$ cat src/rtl/fault_pkg.sv
package fault_pkg;
  localparam int FLT_W = 16;

  // Numbered positions, bit 0 = most significant
  localparam int NB_PROT_OWN   = 0;
  localparam int NB_PROT_OTHER = 1;
  localparam int NB_PARITY     = 2;
  localparam int NB_ADDR_MEM   = 5;
  localparam int NB_SYS0       = 7;
  localparam int NB_ADDR_IO    = 8;
  localparam int NB_SYS1_LO    = 13;
  localparam int NB_SYS1_HI    = 15;

  localparam int NUM_ASYNC = 2;

  function automatic int vpos(input int numbered);
    return FLT_W - 1 - numbered;
  endfunction
endpackage

$ cat src/rtl/flt_edge_sync.sv
module flt_edge_sync #(
  parameter int STAGES = 2
) (
  input  logic clk,
  input  logic rst,
  input  logic async_in,
  output logic rise_pulse
);
  logic [STAGES:0] chain;

  always_ff @(posedge clk) begin
    if (rst) chain <= '0;
    else     chain <= {chain[STAGES-1:0], async_in};
  end

  // newest synchronized sample high, previous one low
  assign rise_pulse = chain[STAGES-1] & ~chain[STAGES];
endmodule

$ cat src/rtl/flt_bus_track.sv
module flt_bus_track (
  input  logic clk,
  input  logic rst,
  input  logic busy_n,
  input  logic own_in,
  input  logic mem_in,
  output logic cyc_end,
  output logic own_lat,
  output logic mem_lat
);
  logic busy_q;
  logic cyc_start;

  assign cyc_start = busy_q & ~busy_n;
  assign cyc_end   = ~busy_q & busy_n;

  always_ff @(posedge clk) begin
    if (rst) begin
      busy_q  <= 1'b1;
      own_lat <= 1'b0;
      mem_lat <= 1'b0;
    end else begin
      busy_q <= busy_n;
      if (cyc_start) begin
        own_lat <= own_in;
        mem_lat <= mem_in;
      end
    end
  end
endmodule

$ cat src/rtl/fault_capture_reg.sv
module fault_capture_reg
  import fault_pkg::*;
#(
  parameter int SYNC_STAGES = 2
) (
  input  logic             clk,
  input  logic             rst,
  input  logic             bus_busy_n,
  input  logic             cyc_own,
  input  logic             cyc_mem,
  input  logic             prot_err_n,
  input  logic             par_err_n,
  input  logic             addr_err_n,
  input  logic             sys_flt0,
  input  logic             sys_flt1,
  input  logic             clr_stb,
  output logic [FLT_W-1:0] flt_word,
  output logic             flt_any
);
  logic                 cyc_end;
  logic                 own_lat;
  logic                 mem_lat;
  logic [NUM_ASYNC-1:0] async_in;
  logic [NUM_ASYNC-1:0] async_rise;
  logic [FLT_W-1:0]     set_vec;
  logic [FLT_W-1:0]     nxt_word;

  flt_bus_track u_track (
    .clk     (clk),
    .rst     (rst),
    .busy_n  (bus_busy_n),
    .own_in  (cyc_own),
    .mem_in  (cyc_mem),
    .cyc_end (cyc_end),
    .own_lat (own_lat),
    .mem_lat (mem_lat)
  );

  assign async_in = {sys_flt1, sys_flt0};

  for (genvar g = 0; g < NUM_ASYNC; g++) begin : g_sync
    flt_edge_sync #(.STAGES(SYNC_STAGES)) u_sync (
      .clk        (clk),
      .rst        (rst),
      .async_in   (async_in[g]),
      .rise_pulse (async_rise[g])
    );
  end

  always_comb begin
    set_vec = '0;
    if (cyc_end) begin
      if (!prot_err_n) begin
        if (own_lat) set_vec[vpos(NB_PROT_OWN)]   = 1'b1;
        else         set_vec[vpos(NB_PROT_OTHER)] = 1'b1;
      end
      if (!par_err_n) set_vec[vpos(NB_PARITY)] = 1'b1;
      if (!addr_err_n) begin
        if (mem_lat) set_vec[vpos(NB_ADDR_MEM)] = 1'b1;
        else         set_vec[vpos(NB_ADDR_IO)]  = 1'b1;
      end
    end
    if (async_rise[0]) set_vec[vpos(NB_SYS0)] = 1'b1;
    if (async_rise[1]) begin
      set_vec[vpos(NB_SYS1_LO)] = 1'b1;
      set_vec[vpos(NB_SYS1_HI)] = 1'b1;
    end
  end

  // capture wins over clear on the same edge
  assign nxt_word = (clr_stb ? '0 : flt_word) | set_vec;

  always_ff @(posedge clk) begin
    if (rst) begin
      flt_word <= '0;
      flt_any  <= 1'b0;
    end else begin
      flt_word <= nxt_word;
      flt_any  <= |nxt_word;
    end
  end
endmodule

$ cat config.mk
export PLATFORM = sky130hd
export DESIGN_NAME = fault_capture_reg
export DESIGN_NICKNAME = d
export VERILOG_FILES = /design/src/rtl/fault_pkg.sv /design/src/rtl/flt_edge_sync.sv /design/src/rtl/flt_bus_track.sv /design/src/rtl/fault_capture_reg.sv
export SDC_FILE = /design/constraint.sdc
export NUM_CORES = 1
export LEC_CHECK = 0
export BUFFER_PORTS_ARGS = -buffer_cell sky130_fd_sc_hd__buf_2
export CORE_MARGIN = 5
export CORE_UTILIZATION = 51
export CTS_CLUSTER_SIZE = 14
export DETAILED_ROUTE_END_ITERATION = 6
export PLACE_DENSITY = 0.79
export SKIP_LAST_GASP = 1
export SLEW_MARGIN = 20
export SYNTH_ARGS = -nofsm -noshare
export SYNTH_HDL_FRONTEND = slang
export SYNTH_SLANG_ARGS = --single-unit
$ cat constraint.sdc
create_clock -name clk -period 1.8 [get_ports clk]
set_input_delay 0.27 -clock clk [delete_from_list [all_inputs] [get_ports clk]]
set_output_delay 0.27 -clock clk [all_outputs]
set_load 0.05 [all_outputs]
=== After elaboration in Yosys (flattened, before gate mapping) ===
Cells that the tools add are included.

* Mux-type cells: 14
* Bitwise gates (word level): 9
* Reductions and logical operators: 1

{| class="wikitable"
|+ Operators with widths
! operator !! number
|-
| $mux W16 || 1
|-
| $or A16 B16 Y16 || 1
|-
| $reduce_or A16 Y1 || 1
|-
| $mux W1 || 11
|-
| $and A1 B1 Y1 || 4
|-
| $not A1 Y1 || 4
|-
| $mux W3 || 1
|-
| $mux W2 || 1
|}

* Bits in registers: 26
* Output and inout port bits: 17
* Logic and storage cells: 31

=== Depth between registers and ports, before layout ===
Gate-level depths: netlist (run 1).

* Word-level depth: 5
* Mapped depth: 3

=== By module ===
A second synthesis (run 1) with hierarchy kept.

* Cells, all modules: 83
* Area total of the unflattened synthesis: 865.8 sq um

{| class="wikitable"
|+ Modules (own cells, without submodules)
! module !! instances !! cells an instance !! area each (sq um)
|-
| fault_capture_reg || 1 || 57 || 564.3
|-
| flt_edge_sync || 2 || 7 || 87.6
|-
| flt_bus_track || 1 || 12 || 126.4
|}

=== Worst setup path before layout (run 1) ===
OpenSTA, ideal clock, no wires.

* Path kind: reg-to-reg
* From: register flt_word[10]
* To: register flt_any
* Setup time: 0.117 ns
* Arrival: 1.116 ns
* Required time: 1.683 ns
* Setup slack: 0.568 ns
* Stages on the path, launching flop included: 4
* Path buffers: 0
* Clock period less this slack: 1.232 ns
* Cells stage by stage: dfxtp_1 -> nor4_1 -> nand4_1 -> a22o_1

* Longest elaborated chain between the ends: 3

{| class="wikitable"
|+ Ends and longest elaborated chain
! item !! line !! source
|-
| from (decl) || fault_capture_reg.sv:17 || <nowiki>output logic [FLT_W-1:0] flt_word,</nowiki>
|-
| from (signal assigned) || fault_capture_reg.sv:78 || <nowiki>flt_word <= nxt_word;</nowiki>
|-
| $mux W16 || fault_capture_reg.sv:71 || <nowiki>assign nxt_word = (clr_stb ? '0 : flt_word) | set_vec;</nowiki>
|-
| $or A16 B16 Y16 || fault_capture_reg.sv:71 ||
|-
| $reduce_or A16 Y1 || fault_capture_reg.sv:79 || <nowiki>flt_any <= |nxt_word;</nowiki>
|-
| to (signal assigned) || fault_capture_reg.sv:79 ||
|-
| to (decl) || fault_capture_reg.sv:18 || <nowiki>output logic flt_any</nowiki>
|}

Every way passes these cells.
A chain may end at the register's enable or synchronous reset.

=== Final worst setup path (run 1) ===
* From: register flt_word[7]
* To: output port flt_word[7]

No word-level cell between the ends.

==> flow_summary.rst, run 1 <==
.. list-table::
   :header-rows: 1

   * - Metric
     - Value
   * - Unique masters post-synth
     - 22
   * - Residual overflow from global routing
     - 0
   * - Cell class contributing the biggest share of worst-path delay
     - flip-flops
   * - Drt via density
     - 5.09
   * - Die boundary height
     - 51.6 microns
   * - Kind of start point of the critical path
     - flop
   * - Number of cells on the worst hold path
     - 2
   * - PortBufs
     - 27
   * - Most heavily used metal layer in global routing
     - met2
   * - GRT Overall Usage
     - 12.9%
   * - DRC marker count from the first detailed-route iteration
     - 0
   * - Final clock skew
     - 0.00431 ns
   * - Placer Congestion
     - 0.727
   * - Buffer and inverter count on the worst path
     - 1
   * - Standard-cell rows
     - 15
   * - Maximum level of the CTS H-tree
     - 1
   * - Critical path, cell by cell
     - buf_2
   * - Endpoint of the most critical register-to-register path
     - flt_any$_SDFF_PP0_
   * - Total Wirelength
     - 1.52 mm
   * - Largest net degree at the start of global routing
     - 19
   * - Post-synth EDFFs
     - 0
   * - Period utilisation layout
     - 69.7%
   * - Total clock sinks
     - 26
   * - Portion of total power attributed to combinational logic
     - 8.0%
   * - Met1 Track Usage GR
     - 14.6%
   * - Area of placed instances
     - 1030 sq um
   * - Worst Hold End
     - g_sync[1].u_sync.chain[0]$_SDFF_PP0_
   * - Final routed DRC violation total
     - 0
   * - Fraction of power spent switching nets
     - 21.2%
   * - Number of global-route vias before repair
     - 615
   * - Area fraction of the dominant cell type after synthesis
     - 59.1%
   * - Reg-to-reg slack, setup
     - 0.64 ns
   * - Antenna-violating nets left
     - 0
   * - Clock period minus worst slack
     - 1.25 ns
   * - Status
     - completed
   * - Pins Over Slew Limit
     - 0
   * - Actual slew at the worst max-slew pin
     - 0.447 ns
   * - Setup CP Type
     - flop to output port
   * - Dominant cell by count in the synthesized netlist
     - dfxtp_1
   * - Fraction of final layout cells with drive strength greater than 1
     - 32.4%
   * - Nets
     - 123
   * - Maximum buffer depth of the clock tree
     - 2
   * - Main flop type after synthesis
     - dfxtp_1
   * - Crit-path max cell delay
     - 0.39 ns
   * - Length of the first detailed-routing pass in iterations
     - 1
   * - Number of antenna violations at the first check in global routing
     - 0
   * - Final setup viols
     - 0
   * - Fraction of power consumed by the clock network
     - 36.5%
   * - Post-route standard cell area excluding fillers
     - 1080 sq um
   * - Mapped Avg Cell Area
     - 10.7 sq um
   * - Sw power
     - 229 uW
   * - Total negative slack for setup checks
     - 0 ns
   * - Relative contribution of sequential cells to total power
     - 55.4%
   * - Part of the Yosys area used for sequential elements
     - 59.1%
   * - Synthesized netlist cell count
     - 82
   * - Critical Path End Type
     - output port
   * - Largest area contributor in the netlist
     - dfxtp_1
   * - Fill cell count
     - 144
   * - WL per Instance
     - 11.9 microns
   * - Number of buffers inserted for hold repair after clock tree synthesis
     - 0
   * - Total vias in the final route
     - 651
   * - Highest-delay cell along the critical path
     - dfxtp_1
   * - Most instantiated cells after synthesis
     - dfxtp_1 (26), and2_1 (9), nand2b_1 (9)
   * - Clock tree from TritonCTS
     - yes
   * - Met2 Resource Use GR
     - 21.2%
   * - # resized after CTS
     - 0
   * - Reg2Reg Depth
     - 3
   * - Count of yosys warnings during synthesis
     - 0
   * - Leak
     - 0.000497 uW
   * - RSZ-0062 raised after global routing
     - false
   * - Max VDD drop
     - 0.631 mV
   * - Cell types with the largest area share after synthesis
     - dfxtp_1 (59%), and2_1 (6.4%), nand2b_1 (6.4%), nor2b_1 (4.3%), a21oi_1 (2.8%)
   * - Max-cap violations
     - 0
   * - Cell at the root of the clock tree
     - clkbuf_4
   * - I/O Pins
     - 28
   * - Floorplan die area
     - 2660 sq um
   * - Internal power
     - 851 uW
   * - Data required time of the worst path
     - 1.53 ns
   * - Initial core utilization
     - 52.1%
   * - CTS Buf Count
     - 3
   * - Post-Synthesis Net Count
     - 93
   * - Power density cells
     - 1000 nW/um^2
   * - Launch point of the worst path
     - flt_word[7]$_SDFF_PP0_
   * - Met3 track demand over resource in global routing
     - 4.01%
   * - First-pass GRT wire length
     - 2.55 mm
   * - Diode insertion count for antenna repair
     - 0
   * - Worst min-delay path class
     - input pin to flop
   * - Clock insertion delay at the later pin of the skew report
     - 0.32 ns
   * - Clock-pin slew on the worst setup and hold paths
     - 0.13 ns
   * - Crit-path max FO
     - 3
   * - Fin. Hold Viols
     - 0
   * - Max Clock Freq
     - 797 MHz
   * - Beginning of the worst register-to-register path
     - flt_word[7]$_SDFF_PP0_
   * - Post-synth ARST share
     - 0%
   * - Number of buffers inserted by post-CTS setup repair
     - 0
   * - Post-synth design cell area
     - 881 sq um
   * - Number of flip-flops and latches in the synthesized netlist
     - 26
   * - Floorplan core area
     - 1690 sq um
   * - Area overhead of the layout relative to synthesis
     - 22.6%
   * - Headroom to the max-slew limit
     - 70.1%
   * - Startpoint of the most critical hold path
     - sys_flt1
   * - Critical path arrival
     - 0.98 ns
   * - Die X-Extent
     - 51.6 microns
[sequential cells by signal (all words and copies together) (netlist names)]
name / flops
flt_any: 1
flt_word: 16
g_sync.u_sync.chain: 6
u_track.busy_q: 1
u_track.mem_lat: 1
u_track.own_lat: 1
[final cells by class]
type,count,area [sq um],share of cell area (%)
clock buffer,3,22.5,2.09
clock inverter,1,30.0,2.78
inverter,2,7.51,0.695
multi-input combinational,52,343,31.7
sequential,26,520,48.2
tap,17,21.3,1.97
timing repair buffer,27,135,12.5
[placed cells by master (no fill, tap or decap)]
cell / instances
buf_2: 27
dfxtp_1: 26
nand2b_1: 9
and2_1: 9
nor2b_1: 6
a21oi_1: 5
nor4_1: 4
nor2_1: 3
clkbuf_4: 3
or3b_1: 2
a21oi_2: 2
inv_1: 2
mux2i_1: 2
or3_1: 2
nand2b_4: 1
nand4_1: 1
and3_1: 1
o211ai_1: 1
a22o_1: 1
or2_2: 1
and2b_2: 1
o22ai_1: 1
bufinv_16: 1
[routing by layer]
layer / vias up / routed length (microns)
met5: - / 0
met4: 0 / 38
met3: 5 / 121
met2: 19 / 695
met1: 296 / 665
li1: 331 / -
[per-stage QoR]
stage	total power [uW]	util, %	instances	worst slack, ns	hold slack, ns
final	1080	63.9	128	0.545	0.142
after CTS	1090	63.9	128	0.534	0.133
after global placement	696	60.8	124	0.671	0.418
after floorplan	672	-	82	0.568	0.377
after detailed placement	699	60.8	124	0.656	0.424
after global routing	1120	63.9	128	0.478	0.141
[how the worst max path moves through the flow]
stage | to | cells past startpoint
floorplan | flt_any$_SDFF_PP0_ | 3
global placement | flt_any$_SDFF_PP0_ | 3
detailed placement | flt_any$_SDFF_PP0_ | 3
CTS | flt_word[10] | 1
global route | flt_word[10] | 1
finish | flt_word[7] | 1
[power groups by stage]
stage	combinational (uW)	clock [uW]	sequential [uW]
after floorplan	38.0	0	634
after global placement	85.6	0	611
after detailed placement	87.1	0	612
after CTS	87.3	405	599
after global routing	94.0	424	602
final	86.5	395	599
[kinds of logic after synthesis]
kind of cell | after synthesis | synth area share [%]
flops | 26 | 59.1
buf+inv | 4 | 1.99
mux | 2 | 2.27
compound gates | 10 | 7.39
simple gates | 40 | 29.3
Power figures use the tool's default switching activity.
==> run 2: changes to the inputs <==
- CORE_UTILIZATION: 51 -> 43
- PLACE_DENSITY: 0.79 -> 0.71
- clock period: 1.8 -> 1.05 ns (I/O delays scaled with it)
==> flow_summary.rst, run 2 (same netlist as run 1, synthesis figures left out) <==
.. list-table::
   :header-rows: 1

   * - Metric
     - Value
   * - Clock insertion delay at the later pin of the skew report
     - 0.31 ns
   * - Die boundary height
     - 55.3 microns
   * - Met2 WL
     - 1.01 mm
   * - CTS Buf Count
     - 3
   * - Most used cells in the layout excluding fill and tap cells
     - buf_6 (12), dfxtp_4 (10), buf_2 (10)
   * - Post-route total power
     - 1620 uW
   * - Length of the first detailed-routing pass in iterations
     - 2
   * - Capture point of the critical path
     - flt_any$_SDFF_PP0_
   * - GRT Overall Usage
     - 12.0%
   * - Number of global-route vias before repair
     - 675
   * - Reg-to-reg slack, setup
     - -0.05 ns
   * - Critical Path End Type
     - flop
   * - Nets
     - 134
   * - Placer Congestion
     - 0.701
   * - Floorplan core area
     - 1960 sq um
   * - Launch point of the worst path
     - flt_word[11]$_SDFF_PP0_
   * - WL per Instance
     - 13.3 microns
   * - Status
     - finished, violations left
   * - Slack of the critical path
     - -0.0503 ns
   * - Diode insertion count for antenna repair
     - 0
   * - Pins Over Slew Limit
     - 0
   * - Detailed route wirelength on metal3
     - 85 microns
   * - Maximum buffer depth of the clock tree
     - 2
   * - Total clock sinks
     - 26
   * - Endpoint of the most critical register-to-register path
     - flt_any$_SDFF_PP0_
   * - Antenna-violating nets left
     - 0
   * - Worst min-delay path class
     - input pin to flop
   * - Clock-pin slew on the worst setup and hold paths
     - 0.13 ns
   * - Metal1 wirelength
     - 873 microns
   * - Top Layer Used
     - met4
   * - Drt via density
     - 4.66
   * - Setup CP Type
     - flop to flop
   * - Floorplan die area
     - 3050 sq um
   * - Final setup viols
     - 5
   * - Total Wirelength
     - 1.99 mm
   * - Crit-path max FO
     - 3
   * - Cell at the root of the clock tree
     - clkbuf_4
   * - First-pass GRT wire length
     - 2.95 mm
   * - PortBufs
     - 27
   * - Violated checks
     - setup timing
   * - Reg2Reg Depth
     - 3
   * - Max-cap violations
     - 0
   * - Leak
     - 0.000586 uW
   * - Power density cells
     - 1180 nW/um^2
   * - Final clock skew
     - 0.00518 ns
   * - Layout Cells excl Fill
     - 149
   * - Kind of start point of the critical path
     - flop
   * - Most frequent standard cell in the layout excluding fill and tap cells
     - buf_6
   * - Clock period minus worst slack
     - 1.10 ns
   * - Total vias in the final route
     - 694
   * - Top Registers
     - flt_word (16), g_sync.u_sync.chain (6)
   * - Initial core utilization
     - 44.9%
   * - Largest net degree at the start of global routing
     - 15
   * - Critical path arrival
     - 1.32 ns
   * - Max Clock Freq
     - 909 MHz
   * - Period utilisation layout
     - 105%
   * - Dpl hpwl
     - 1.35 mm
   * - Maximum level of the CTS H-tree
     - 1
   * - Final routed DRC violation total
     - 0
   * - Utilization of the core after routing
     - 70.0%
   * - Fill cell count
     - 160
   * - Area overhead of the layout relative to synthesis
     - 56.0%
   * - Fraction of final layout cells with drive strength greater than 1
     - 54.1%
   * - Top reg by flops
     - flt_word
   * - Max VDD drop
     - 0.767 mV
   * - DRC marker count from the first detailed-route iteration
     - 7
   * - Number of cells after detailed placement
     - 142
   * - Data required time of the worst path
     - 1.27 ns
   * - Worst hold slack across all endpoints
     - 0.0464 ns
   * - Standard-cell rows
     - 16
   * - Clock tree from TritonCTS
     - yes
   * - Residual overflow from global routing
     - 0
   * - I/O Pins
     - 28
   * - Die X-Extent
     - 55.3 microns
   * - RSZ-0062 raised after global routing
     - true
   * - Fin. Hold Viols
     - 0
   * - Total negative slack for setup checks
     - -0.164 ns
   * - Number of antenna violations at the first check in global routing
     - 0
   * - Flip-flop count of the largest register after layout
     - 16
   * - Headroom to the max-slew limit
     - 84.3%
   * - Beginning of the worst register-to-register path
     - flt_word[11]$_SDFF_PP0_
   * - Actual slew at the worst max-slew pin
     - 0.234 ns
==> run 2: worst min-delay path by stage <==
stage	startpoint	end	slack, ns	cells after the start
floorplan	bus_busy_n	u_track.busy_q$_SDFF_PP1_	0.26	1
global placement	sys_flt1	g_sync[1].u_sync.chain[0]$_SDFF_PP0_	0.37	2
detailed placement	sys_flt1	g_sync[1].u_sync.chain[0]$_SDFF_PP0_	0.37	2
CTS	sys_flt1	g_sync[1].u_sync.chain[0]$_SDFF_PP0_	0.04	2
global route	sys_flt1	g_sync[1].u_sync.chain[0]$_SDFF_PP0_	0.03	2
finish	sys_flt1	g_sync[1].u_sync.chain[0]$_SDFF_PP0_	0.05	2
==> run 2: area by class of cell <==
type	count	area, sq um	share of cell area, %
timing repair buffer	38	373	27.1
inverter	2	7.51	0.546
multi-input combinational	52	367	26.7
tap	27	33.8	2.46
clock buffer	4	26.3	1.91
sequential	26	567	41.3
==> run 2: worst max-delay path: stages (launching register included) <==
cell	delay (ns)
dfxtp_4	0.38
nor4_1	0.28
nand4_1	0.13
a22o_1	0.23
==> run 2: what timing repair did <==
item                                    in CTS  in global routing
pin swaps                                    1                  0
endpoints found under the setup margin      18                 20
hold buffers                                 0                  0
buffers inserted                             1                  2
resized for setup                           36                 18
==> run 2: stage by stage <==
step / cell area [sq um] / setup WS [ns]
2_1_floorplan: 921 / -0.0320
3_3_place_gp: 1140 / -0.0646
3_5_place_dp: 1140 / -0.0976
4_1_cts: 1300 / -0.0574
5_1_grt: 1370 / -0.0939
6_report: 1370 / -0.0503
==> run 2: report_power, final <==
group / switching (uW) / total (uW) / internal [uW]
clock network: 271 / 420 / 148
registers: 16.7 / 1010 / 992
logic: 98.8 / 196 / 97.2
==> run 2: metal layers <==
layer	GRT usage, %	up-vias
met1	13.9	316
li1	-	356
met3	3.26	4
met5	0	-
met4	5.21	0
met2	20.6	18
